### src/rtl/panel_seq_pkg.sv
package panel_seq_pkg;

    localparam int ADDR_W    = 6;
    localparam int VAL_W     = 16;
    localparam int UP_BASE   = 0;
    localparam int DOWN_BASE = 44;

    // Entry tags: opcode byte, parameter byte, millisecond wait,
    // pin update (bit0 supply enable, bit1 reset release), end marker.
    typedef enum logic [2:0] {
        K_OPC = 3'd0,
        K_PRM = 3'd1,
        K_DLY = 3'd2,
        K_PIN = 3'd3,
        K_END = 3'd4
    } kind_t;

    typedef struct packed {
        kind_t            kind;
        logic [VAL_W-1:0] val;
    } entry_t;

    typedef enum logic [1:0] {
        S_IDLE = 2'd0,
        S_RUN  = 2'd1,
        S_WAIT = 2'd2
    } state_t;

endpackage

### src/rtl/panel_seq_rom.sv
module panel_seq_rom
    import panel_seq_pkg::*;
#(
    parameter int EXTRA_MS    = 80,
    parameter int VDISPLAY    = 854,
    parameter int VSYNC_START = 872,
    parameter int VSYNC_END   = 880,
    parameter int VTOTAL      = 884
) (
    input  logic [ADDR_W-1:0] addr_cur,
    input  logic [ADDR_W-1:0] addr_nxt,
    output entry_t            ent_cur,
    output kind_t             kind_nxt
);

    localparam int SLEEP_MS = 120 + EXTRA_MS;
    localparam int BACK_P   = VTOTAL - VSYNC_END;
    localparam int FRONT_P  = VSYNC_START - VDISPLAY;

    function automatic entry_t mk(kind_t k, int v);
        entry_t e;
        e.kind = k;
        e.val  = VAL_W'(v);
        return e;
    endfunction

    // Six-byte extended-set unlock; offset o within packet, selector s.
    function automatic entry_t bank(int o, int s);
        case (o)
            0:       return mk(K_OPC, 'hFF);
            1:       return mk(K_PRM, 'h77);
            2:       return mk(K_PRM, 'h01);
            5:       return mk(K_PRM, s);
            default: return mk(K_PRM, 'h00);
        endcase
    endfunction

    function automatic entry_t lookup(int a);
        if (a >= 10 && a <= 15) return bank(a - 10, 'h10);
        if (a >= 25 && a <= 30) return bank(a - 25, 'h11);
        if (a >= 35 && a <= 40) return bank(a - 35, 'h00);
        case (a)
            0:  return mk(K_PIN, 1);          // supply on, reset held
            1:  return mk(K_DLY, 20);
            2:  return mk(K_PIN, 3);          // reset released
            3:  return mk(K_DLY, 150);
            4:  return mk(K_OPC, 'h01);
            5:  return mk(K_PRM, 'h00);
            6:  return mk(K_DLY, 5);
            7:  return mk(K_OPC, 'h11);
            8:  return mk(K_PRM, 'h00);
            9:  return mk(K_DLY, SLEEP_MS);
            16: return mk(K_OPC, 'hC0);
            17: return mk(K_PRM, 'hE9);
            18: return mk(K_PRM, 'h03);
            19: return mk(K_OPC, 'hC1);
            20: return mk(K_PRM, BACK_P);
            21: return mk(K_PRM, FRONT_P);
            22: return mk(K_OPC, 'hC2);
            23: return mk(K_PRM, 'h37);
            24: return mk(K_PRM, 'h06);
            31: return mk(K_OPC, 'hB0);
            32: return mk(K_PRM, 'h45);
            33: return mk(K_OPC, 'hB1);
            34: return mk(K_PRM, 'h13);
            41: return mk(K_OPC, 'h29);
            42: return mk(K_PRM, 'h00);
            44: return mk(K_OPC, 'h28);
            45: return mk(K_PRM, 'h00);
            46: return mk(K_OPC, 'h10);
            47: return mk(K_PRM, 'h00);
            48: return mk(K_DLY, SLEEP_MS);
            49: return mk(K_PIN, 1);          // reset asserted, supply on
            50: return mk(K_DLY, SLEEP_MS);
            51: return mk(K_PIN, 0);          // supply off
            default: return mk(K_END, 0);
        endcase
    endfunction

    entry_t nxt_e;

    always_comb begin
        ent_cur  = lookup(int'(addr_cur));
        nxt_e    = lookup(int'(addr_nxt));
        kind_nxt = nxt_e.kind;
    end

endmodule

### src/rtl/panel_seq_mstimer.sv
module panel_seq_mstimer
    import panel_seq_pkg::*;
#(
    parameter int TICKS_PER_MS = 50000
) (
    input  logic             clk,
    input  logic             rst_n,
    input  logic             load,
    input  logic [VAL_W-1:0] count,
    output logic             done
);

    localparam int PW = (TICKS_PER_MS > 1) ? $clog2(TICKS_PER_MS) : 1;
    localparam logic [PW-1:0] PRE_LAST = PW'(TICKS_PER_MS - 1);

    logic [PW-1:0]    pre_d, pre_q;
    logic [VAL_W-1:0] ms_d, ms_q;

    always_comb begin
        pre_d = pre_q;
        ms_d  = ms_q;
        if (load) begin
            pre_d = '0;
            ms_d  = count;
        end else if (ms_q != '0) begin
            if (pre_q == PRE_LAST) begin
                pre_d = '0;
                ms_d  = ms_q - 1'b1;
            end else begin
                pre_d = pre_q + 1'b1;
            end
        end
    end

    always_ff @(posedge clk or negedge rst_n) begin
        if (!rst_n) begin
            pre_q <= '0;
            ms_q  <= '0;
        end else begin
            pre_q <= pre_d;
            ms_q  <= ms_d;
        end
    end

    assign done = (ms_q == '0);

endmodule

### src/rtl/panel_seq.sv
module panel_seq
    import panel_seq_pkg::*;
#(
    parameter int CLK_HZ      = 50_000_000,
    parameter int EXTRA_MS    = 80,
    parameter int VDISPLAY    = 854,
    parameter int VSYNC_START = 872,
    parameter int VSYNC_END   = 880,
    parameter int VTOTAL      = 884
) (
    input  logic       clk,
    input  logic       rst_n,
    input  logic       up_start,
    input  logic       down_start,
    output logic       busy,
    output logic       panel_pwr_en,
    output logic       panel_rst_n,
    output logic [7:0] tx_data,
    output logic       tx_valid,
    input  logic       tx_ready,
    output logic       tx_first,
    output logic       tx_last
);

    localparam int TICKS_PER_MS = CLK_HZ / 1000;

    typedef struct packed {
        state_t            st;
        logic [ADDR_W-1:0] ptr;
        logic              pwr;
        logic              prst_n;
    } regs_t;

    regs_t  r_d, r_q;
    entry_t ent;
    kind_t  kind_nxt;
    logic   tmr_load, tmr_done, is_byte;

    panel_seq_rom #(
        .EXTRA_MS   (EXTRA_MS),
        .VDISPLAY   (VDISPLAY),
        .VSYNC_START(VSYNC_START),
        .VSYNC_END  (VSYNC_END),
        .VTOTAL     (VTOTAL)
    ) u_rom (
        .addr_cur(r_q.ptr),
        .addr_nxt(r_q.ptr + 1'b1),
        .ent_cur (ent),
        .kind_nxt(kind_nxt)
    );

    panel_seq_mstimer #(
        .TICKS_PER_MS(TICKS_PER_MS)
    ) u_tmr (
        .clk  (clk),
        .rst_n(rst_n),
        .load (tmr_load),
        .count(ent.val),
        .done (tmr_done)
    );

    assign is_byte = (r_q.st == S_RUN) && (ent.kind == K_OPC || ent.kind == K_PRM);

    always_comb begin
        r_d      = r_q;
        tmr_load = 1'b0;
        case (r_q.st)
            S_IDLE: begin
                if (up_start) begin
                    r_d.st  = S_RUN;
                    r_d.ptr = ADDR_W'(UP_BASE);
                end else if (down_start) begin
                    r_d.st  = S_RUN;
                    r_d.ptr = ADDR_W'(DOWN_BASE);
                end
            end
            S_RUN: begin
                case (ent.kind)
                    K_OPC, K_PRM: begin
                        if (tx_ready) r_d.ptr = r_q.ptr + 1'b1;
                    end
                    K_DLY: begin
                        tmr_load = 1'b1;
                        r_d.ptr  = r_q.ptr + 1'b1;
                        r_d.st   = S_WAIT;
                    end
                    K_PIN: begin
                        r_d.pwr    = ent.val[0];
                        r_d.prst_n = ent.val[1];
                        r_d.ptr    = r_q.ptr + 1'b1;
                    end
                    default: r_d.st = S_IDLE;
                endcase
            end
            S_WAIT: begin
                if (tmr_done) r_d.st = S_RUN;
            end
            default: r_d.st = S_IDLE;
        endcase
    end

    always_ff @(posedge clk or negedge rst_n) begin
        if (!rst_n) begin
            r_q.st     <= S_IDLE;
            r_q.ptr    <= '0;
            r_q.pwr    <= 1'b0;
            r_q.prst_n <= 1'b0;
        end else begin
            r_q <= r_d;
        end
    end

    assign busy         = (r_q.st != S_IDLE);
    assign panel_pwr_en = r_q.pwr;
    assign panel_rst_n  = r_q.prst_n;
    assign tx_valid     = is_byte;
    assign tx_data      = ent.val[7:0];
    assign tx_first     = is_byte && (ent.kind == K_OPC);
    assign tx_last      = is_byte && (kind_nxt != K_PRM);

endmodule

### config.mk
export PLATFORM = sky130hd
export DESIGN_NAME = panel_seq
export DESIGN_NICKNAME = d
export VERILOG_FILES = /design/src/rtl/panel_seq_pkg.sv /design/src/rtl/panel_seq_rom.sv /design/src/rtl/panel_seq_mstimer.sv /design/src/rtl/panel_seq.sv
export SDC_FILE = /design/constraint.sdc
export NUM_CORES = 1
export LEC_CHECK = 0
export BUFFER_PORTS_ARGS = -buffer_cell sky130_fd_sc_hd__buf_2
export CORE_MARGIN = 2
export CORE_UTILIZATION = 43
export DETAILED_ROUTE_END_ITERATION = 7
export GPL_TIMING_DRIVEN = 1
export MAX_ROUTING_LAYER = met4
export PLACE_DENSITY = 0.58
export RECOVER_POWER = 25
export SYNTH_ARGS = -nofsm -noshare
export SYNTH_HDL_FRONTEND = slang
export SYNTH_SLANG_ARGS = --single-unit
### constraint.sdc
create_clock -name clk -period 5.4 [get_ports clk]
set_clock_uncertainty 0.05 [all_clocks]
set_input_delay 1.35 -clock clk [delete_from_list [all_inputs] [get_ports clk]]
set_output_delay 1.35 -clock clk [all_outputs]
set_load 0.05 [all_outputs]
After elaboration in Yosys (flattened, before gate mapping) --
Memories as Yosys holds them, arrays and structs flattened. Index checks and enable logic that the tools add are counted.
Cells by class: add/subtract/negate cells 9, magnitude comparators 12, equality and inequality tests 28, multiplexer cells 46, reduce and logical (&&, ||, !) cells 31
Operators by type and width (number):
- 17-bit case mux with 4 select lines | 4
- 19-bit 2-to-1 mux | 12
- 32-bit by 1-bit equality test with 1-bit output (second input constant) | 6
- 32-bit by 2-bit equality test with 1-bit output (second input constant) | 6
- 32-bit logical NOT | 6
- 32-bit by 3-bit equality test with 1-bit output (second input constant) | 4
- 17-bit case mux with 3 select lines | 2
- 16-bit 2-to-1 mux | 6
- 6-bit case mux with 2 select lines | 2
- 16-bit by 1-bit adder with 16-bit output (second input constant) | 1
- 16-bit equality test (second input constant) | 1
- 16-bit logical NOT | 1
- 8-bit 2-to-1 mux | 2
- 16-bit nonzero test | 1
- 16-bit by 1-bit subtractor with 16-bit output (second input constant) | 1
- 1-bit 2-to-1 mux | 14
- 6-bit by 4-bit subtractor with 7-bit output (second input constant) | 2
- 6-bit by 5-bit subtractor with 7-bit output (second input constant) | 2
- 6-bit by 6-bit subtractor with 7-bit output (second input constant) | 2
- 6-bit by 4-bit greater-or-equal comparator with 1-bit output (second input constant) | 2
- 6-bit by 5-bit greater-or-equal comparator with 1-bit output (second input constant) | 2
- 6-bit greater-or-equal comparator (second input constant) | 2
- 6-bit by 4-bit <= comparator with 1-bit output (second input constant) | 2
- 6-bit by 5-bit <= comparator with 1-bit output (second input constant) | 2
- 24 further kinds | 41
Word-level totals: bits in registers 42, ROM bits 1408, input bits 5, output and inout bits 14, word-level logic and storage cells 134, memories 2
Memories:
- (name not given) | words 64, width 11, read ports 1, clocked after Yosys merged registers in 0, write ports 0, RTL line panel_seq_rom.sv:42 | case (a)
- (name not given) | words 64, width 11, read ports 1, clocked after Yosys merged registers in 0, write ports 0, RTL line panel_seq_rom.sv:42

Depth between registers and ports, before layout --
depth in word-level cells 14, depth in mapped cells 15, depth with buffers taken out 13

Hierarchy --
A second synthesis with hierarchy kept.
Unflattened totals: cells, all modules 568, area, all modules 4414.2 sq um
By module, submodules not included:
- panel_seq_mstimer | times used 1, cells an instance 236, area each 1971.9 sq um, sequential area each 800.8 sq um
- panel_seq_rom | times used 1, cells an instance 270, area each 1864.3 sq um, sequential area each 0.0 sq um
- panel_seq | times used 1, cells an instance 62, area each 578.1 sq um, sequential area each 250.2 sq um

Worst setup path after synthesis --
Ideal clock, no wire load.
path kind reg2out, start register r_q[3] (netlist name), end output tx_last, arrival 3790 ps, required time 4000 ps, setup slack 210 ps, stages on the path, launching flop included 14, path buffers 2, cell sequence dfrtp_1 ha_1 clkbuf_1 inv_1 ha_1 clkbuf_1 inv_1 ha_1 inv_1 a21o_1 o21ai_0 a2111oi_0 a31oi_1 a21oi_1
Between the ends: cells in the longest elaborated chain, start to end 13, elaborated cells on any way between the ends 85, those cells by class add/sub: 7; order compare: 12; eq/ne: 18; mux: 30; reduce/logical: 16; memory: 2
Ends and longest elaborated chain:
- start, declared | RTL line panel_seq.sv:34 | regs_t r_d, r_q;
- start signal, assigned | RTL line panel_seq.sv:109 | r_q <= r_d;
- branches (longest 12 deep; another with 6-bit by 4-bit subtractor with 7-bit output)
- 1-bit logical AND (*) | RTL line panel_seq.sv:119 | assign tx_last = is_byte && (kind_nxt != K_PRM);
- end, declared | RTL line panel_seq.sv:22 | output logic tx_last
Mark *: on every way between the ends. The select of a mux whose other input is x is not followed.

Worst setup path in the final report --
Same ends and word-level chain as after synthesis.

==> results.md <==
- Status: complete, but fails checks
- Failing checks: max-capacitance violations, max-slew violations
- Post-route clock period utilization: 0.936
- Total gr overflow: 0
- Synth cell types: 77
- Crit path arrival time: 3.66 ns
- Vias in the first global route: 3414
- Worst-margin pin slew: 2.29 ns
- WS Path Type: reg -> out
- Wirelength per Cell: 17.7 um
- CTS H-Tree Depth: 2
- Maximum clock frequency: 0.198 GHz
- Filler cell count in the final layout: 918
- CTS root buf: clkbuf_8
- Initial DRC count: 285
- Total core area: 9110 um^2
- Post-Place Worst Slack: 0.731 ns
- Worst-path maximum fanout: 12
- Max Slew Vio Count: 43
- Post-CTS sizing: 0
- Hold/Removal Path Class: reg -> reg
- Post-synth top area share: 0.265
- Routed vias/inst: 6.18
- Gr usage total: 0.221
- Initial Util: 0.436
- Num rows: 35
- Mapped cell area: 3970 um^2
- GP Congestion: 0.938
- CTS Buf Count: 5
- Max clock buf depth: 2
- Critical path endpoint category: primary output
- Most frequent cell after synthesis: nor2_1
- Warning count from the yosys run: 0
- Synth Instances: 479
- RSZ-0062 raised after global routing: no
- Layout overhead on the synthesized area: 5.93%
- Synth area leader: dfrtp_1
- Clk slew on worst S/H paths: 0.09 ns
- Fraction of layout cells with a size suffix above 1: 0.135
- Post-route DRC: 0
- Antenna cell count: 0
- First-pass GRT wire length: 17300 um
- Final Hold Viols: 0
- Ranking of synthesized cells by area: dfrtp_1, ha_1, a21oi_1
- Required @ worst endpoint: 4.00 ns
- # clock sinks: 42
- Seq/Total Area, Yosys: 0.265
- Slew margin rel.: -0.526
- Die W: 100 um
- Port buffer count: 18
- Final Setup Violations: 0
- Die footprint: 10000 um^2
- Routed wire length: 10600 um
- Cell Area, Placed: 4110 um^2
- Final WS setup: 0.344 ns
- Number of flops mapped to enable cells by yosys: 0
- CTS tree: yes
- Mapped Nets: 509
- Mean Syn Cell Area: 8.28 um^2
- Clk Latency, worst-skew pair: 0.30 ns
- Minimum clock period: 5.06 ns
- Post-synth ARST share: 1.00
- DR vias: 3704
- IO Pins: 19
- Synth Register Bits: 42
- Final antenna-violating net count: 0
- Final Cell Area: 4200 um^2
- Total of max-cap violations: 1
- Setup TNS: 0 ns
- Hold_buf cts: 0
- Top post-synthesis cells by count: nor2_1, dfrtp_1, a21oi_1, nand2_1, ha_1
- Main synth FF type: dfrtp_1
- Antenna violations before repair: 0
- Die Ht: 100 um
- Final HPWL DP: 7590 um
- Largest net degree at the start of global routing: 43
- Nets: 517
- Setup crit start kind: flop
- # Post-CTS Setup Buffers: 0
- Drt pass-1 iters: 5
-- kinds of logic (layout without fill, tap and decap cells) --
kind of cell	count (synthesis)	after routing	share of synthesized area
AO/OA/AOI/OAI	119	119	0.203
XOR/XNOR	29	29	0.0659
adder cells (fa/ha/maj)	25	25	0.0788
buffers and inverters	50	59	0.0618
flip-flops	42	42	0.265
multiplexers	21	21	0.0624
AND/OR/NAND/NOR	193	193	0.263
-- path summary, 6_finish.rpt --
check | startpoint | slack (ns) | cells after the start | to
max | r_q[3] | 0.34 | 12 | tx_last
max reg2reg | r_q[3] | 1.83 | 10 | u_tmr.ms_q[2]
min | panel_rst_n | 0.46 | 1 | panel_rst_n
max in group asynchronous | rst_n | 2.31 | 1 | u_tmr.pre_q[15]
min reg2reg | panel_rst_n | 0.46 | 1 | panel_rst_n
min in group asynchronous | rst_n | 1.67 | 1 | u_tmr.ms_q[14]
-- cell usage in the layout, fill, tap and decap left out, types with 7 or more instances in the layout --
| master | count |
|---|---|
| nand2b_1 | 10 |
| dfrtp_1 | 42 |
| xor2_1 | 13 |
| nand4_1 | 11 |
| nor3_1 | 22 |
| nor2b_1 | 10 |
| inv_1 | 23 |
| a21oi_1 | 36 |
| nor2_1 | 47 |
| buf_2 | 17 |
| and3_1 | 11 |
| nand3_1 | 14 |
| xnor2_1 | 15 |
| a31oi_1 | 7 |
| ha_1 | 25 |
| o21ai_0 | 19 |
| buf_4 | 9 |
| nand2_1 | 30 |
| mux2_2 | 12 |
-- area by class of cell --
class / count / area, um^2 / area share
Multi-Input combinational cell: 387 / 2670 / 0.636
Sequential cell: 42 / 1050 / 0.250
Timing Repair Buffer: 27 / 156 / 0.0372
Tap cell: 111 / 139 / 0.0330
Inverter: 24 / 90.1 / 0.0214
Clock buffer: 6 / 82.6 / 0.0196
Clock inverter: 2 / 12.5 / 0.00298
-- worst max-delay path, stage by stage (launching register included) --
cell and delay, ns:
dfrtp_1 0.53, ha_1 0.23, inv_1 0.08, ha_1 0.49
inv_1 0.27, ha_1 0.29, inv_1 0.08, a21o_1 0.14
o21ai_0 0.09, a2111oi_0 0.58, a31oi_1 0.15, a21oi_1 0.16
buf_2 0.27
-- routing by layer --
layer	vias to the layer above	global-route usage	routed length, um
met4	0	0.0843	268
li1	1755	-	-
met1	1761	0.318	5080
met5	-	-	0
met2	158	0.312	4490
met3	30	0.0348	749
-- per-stage QoR --
stage / std cells / hold WS [ns] / utilization
floorplan: 479 / 0.436 / -
global placement: 591 / 0.440 / 0.451
detailed placement: 591 / 0.440 / 0.451
CTS: 599 / 0.461 / 0.462
global route: 599 / 0.491 / 0.461
finish: 599 / 0.458 / 0.461
-- flip-flops by register name (all words and copies together), names as in the netlist --
signal	count
panel_rst_n	1
panel_pwr_en	1
u_tmr.ms_q	16
u_tmr.pre_q	16
r_q	8
Power is left out: the tool's default activity adds up to more than one toggle a clock period on the data nets, which glitch-free logic cannot reach.
